--- config.mk ---
export PLATFORM = sky130hd
export DESIGN_NAME = dsp_sat_flags
export DESIGN_NICKNAME = d
export VERILOG_FILES = /design/src/rtl/dsp_sat_flags.sv
export SDC_FILE = /design/constraint.sdc
export NUM_CORES = 1
export LEC_CHECK = 0
export ABC_AREA = 1
export BUFFER_PORTS_ARGS = -buffer_cell sky130_fd_sc_hd__buf_2
export CAP_MARGIN = 30
export CORE_MARGIN = 2
export CORE_UTILIZATION = 30
export DETAILED_ROUTE_END_ITERATION = 12
export PLACE_DENSITY = 0.9
export SYNTH_ARGS = -nofsm -noshare
export SYNTH_HDL_FRONTEND = slang
export SYNTH_SLANG_ARGS = --single-unit
--- constraint.sdc ---
create_clock -name vclk -period 3.2
set_input_delay 0.32 -clock vclk [all_inputs]
set_output_delay 0.32 -clock vclk [all_outputs]
set_load 0.005 [all_outputs]
--- src/rtl/dsp_sat_flags.sv ---
module dsp_sat_flags #(
  parameter int          GUARD_W  = 8,
  parameter int          DATA_W   = 32,
  parameter int          LOW_W    = 16,
  parameter logic [2:0]  OVF_MODE = 3'b011
) (
  input  logic [GUARD_W+DATA_W-1:0] raw_res,
  input  logic                      int_op,
  input  logic                      sat_en,
  input  logic [2:0]                cond_sel,
  output logic [GUARD_W+DATA_W-1:0] dst,
  output logic                      ovf_v,
  output logic                      dc_flag
);
  localparam int W = GUARD_W + DATA_W;
  localparam logic [W-1:0] POS_LIM  = {{(GUARD_W+1){1'b0}}, {(DATA_W-1){1'b1}}};
  localparam logic [W-1:0] NEG_LIM  = {{(GUARD_W+1){1'b1}}, {(DATA_W-1){1'b0}}};
  localparam logic [W-1:0] LOW_MASK = {{(W-LOW_W){1'b1}}, {LOW_W{1'b0}}};

  logic [GUARD_W:0] sign_field;
  logic             out_of_range;
  logic [W-1:0]     clamp_val;

  assign sign_field   = raw_res[W-1:DATA_W-1];
  assign out_of_range = !((&sign_field) || !(|sign_field));

  always_comb begin
    if (raw_res[W-1]) clamp_val = NEG_LIM;
    else if (int_op)  clamp_val = POS_LIM & LOW_MASK;
    else              clamp_val = POS_LIM;
  end

  assign dst     = (sat_en && out_of_range) ? clamp_val : raw_res;
  assign ovf_v   = out_of_range && !sat_en;
  assign dc_flag = (cond_sel == OVF_MODE) ? ovf_v : 1'b0;

  always_comb begin
    if (!sat_en) assert_pass_through_R1: assert (dst == raw_res);
    if (sat_en) assert_in_range_R6: assert ((&dst[W-1:DATA_W-1]) || !(|dst[W-1:DATA_W-1]));
    if (sat_en && out_of_range) assert_sign_kept_R4: assert (dst[W-1] == raw_res[W-1]);
    assert_flags_clear_R7: assert (!(sat_en && (ovf_v || dc_flag)));
    if (dc_flag) assert_dc_mode_R8: assert (cond_sel == OVF_MODE && ovf_v);
  end
endmodule

==> flow_metrics.tcl <==
set metrics [dict create \
    maxCapViolCount 0 \
    slew_headroom 0.547 \
    final.clkbuf_count 0 \
    seqCellArea_um2 0 \
    cts_resized 0 \
    grtUsageTotal 0.156 \
    overflow 0 \
    synth_area_um2 472 \
    fmax_mhz 491 \
    rows 14 \
    synth_top_family_by_area "simple AND/OR/NAND/NOR gates" \
    port_buffers 87 \
    synthCells 110 \
    finalSetupTns_ps 0 \
    post-route-period-util 0.636 \
    dpl_cell_area_um2 875 \
    dp_hpwl_mm 1.37 \
    synth_adder_area_share 0 \
    antenna_found_initial 0 \
    whs_ps 888 \
    fin_cells 206 \
    multi_input_area_um2 412 \
    grt_start_max_net_pins 40 \
    slew_violations 0 \
    firstDrtPassIters 4 \
    powerDensity_nw_per_um2 133 \
    syn2layout_area_growth_pct 85.4 \
    critPathRequiredTime_ps 2880 \
    yosysWarningCount 0 \
    cpPeakStageDelay_ps 560 \
    drcViolationCount 0 \
    initial_core_util 0.317 \
    layout-drive-gt1-share 0.479 \
    status "finished, final reports clean" \
    syn-num-nets 155 \
    cts_setup_buffers 0 \
    num_vias 897 \
    antenna_left 0 \
    hold_viol 0 \
    syn-mean-instance-area_um2 4.29 \
    fill_cells 158 \
    fp.dieArea_um2 1910 \
    synth-simple-area-share 0.873 \
    nets 237 \
    grt_pass1_vias 649 \
    synth_compound_area_frac 0 \
    wire_per_inst_um 8.10 \
    dp_slack_ps 1170 \
    die_y_um 43.7 \
    stdcell_area_um2 875 \
    fin_ws_ps 1160 \
    grt_pass1_wl_mm 2.49 \
    worst_slew_pin_slew_ps 679 \
    cp_max_fo 39 \
    ys_seq_area_frac 0 \
    leakage_nw 0.700 \
    hold_buffers 0 \
    muxShareOfSynthArea 0 \
    core_um2 1490 \
    setup_viol 0 \
    slowest_stage "nand3_2" \
    synth_xor_area_frac 0 \
    viasPerCell 4.35 \
    crit_path_start_kind "primary input" \
    seq_cell_count 0 \
    critPathKind "in2out" \
    worstPathArrival_ps 1720 \
    drtIter0Drc 12 \
    post-route-min-period_ps 2040 \
    hold_class "in2out" \
    max-vdd-ir-drop_uv 74.4 \
    ios 87 \
    placedCellCount 206 \
    detail_route.wirelength_mm 1.67 \
    worstPathCellList "buf_2, inv_2, nor2_1, nand3_1, nand3_2, nand2_1, nand2_1, buf_2" \
    synthDistinctLibCells 15 \
    place_congestion 0.790 \
    fp.dieW_um 43.7 \
    insertedDiodeCount 0 \
    rsz0062_at_grt "no" \
    end_kind "output pin" \
]
-- worst paths after layout --
| path | startpoint | endpoint | slack [ps] | depth (start not counted) |
|---|---|---|---|---|
| worst min-delay path | raw_res[39] | dst[39] | 890 | 2 |
| worst max-delay path | raw_res[39] | dst[19] | 1160 | 8 |
-- area by class of cell --
class | instances | share of cell area
well taps | 16 | 0.0229
inverters | 2 | 0.00858
repair buffers | 87 | 0.498
multi-input cells | 101 | 0.471
-- cells in the mapped netlist, types with 2 or more instances --
cell,number,area [um2]
nor2_1,7,26.3
nor3_1,2,10.0
buf_6,2,22.5
nand4_1,2,12.5
buf_2,3,15.0
buf_4,2,15.0
nand2_1,84,315
-- metrics by stage --
stage / power [W] / util
4_1_cts: 0.000118 / 0.587
2_1_floorplan: 0.0000541 / -
6_report: 0.000117 / 0.587
5_1_grt: 0.000133 / 0.587
3_5_place_dp: 0.000118 / 0.587
3_3_place_gp: 0.000117 / 0.587
-- worst max-delay path, delay by kind of cell --
family,cells,cell delay (ps)
buf+inv,3,320
simple gates,5,1050
-- metal layers --
metal | GRT usage | up-vias | part of all wire
met2 | 0.312 | 47 | 0.49
met4 | 0 | 0 | 0
met1 | 0.190 | 358 | 0.40
met3 | 0.00833 | 0 | 0.11
li1 | - | 492 | -
met5 | 0 | - | 0
-- power breakdown --
part           total (W)  internal (W)  switching [W]
Clock                  0             0              0
Sequential             0             0              0
Combinational   0.000117     0.0000601      0.0000566
-- cell usage in the layout, fill, tap and decap left out, drive strengths merged --
cell    instances
nand2          85
or2             1
inv             2
buf            87
nor3            2
nand3b          1
nand3           2
nand4           3
nor2            7
-- kinds of logic (layout without fill, tap and decap cells) --
kind of cell,Yosys count,after routing
buffers and inverters,9,89
and+or+nand+nor,101,101
Power figures use the tool's default switching activity.
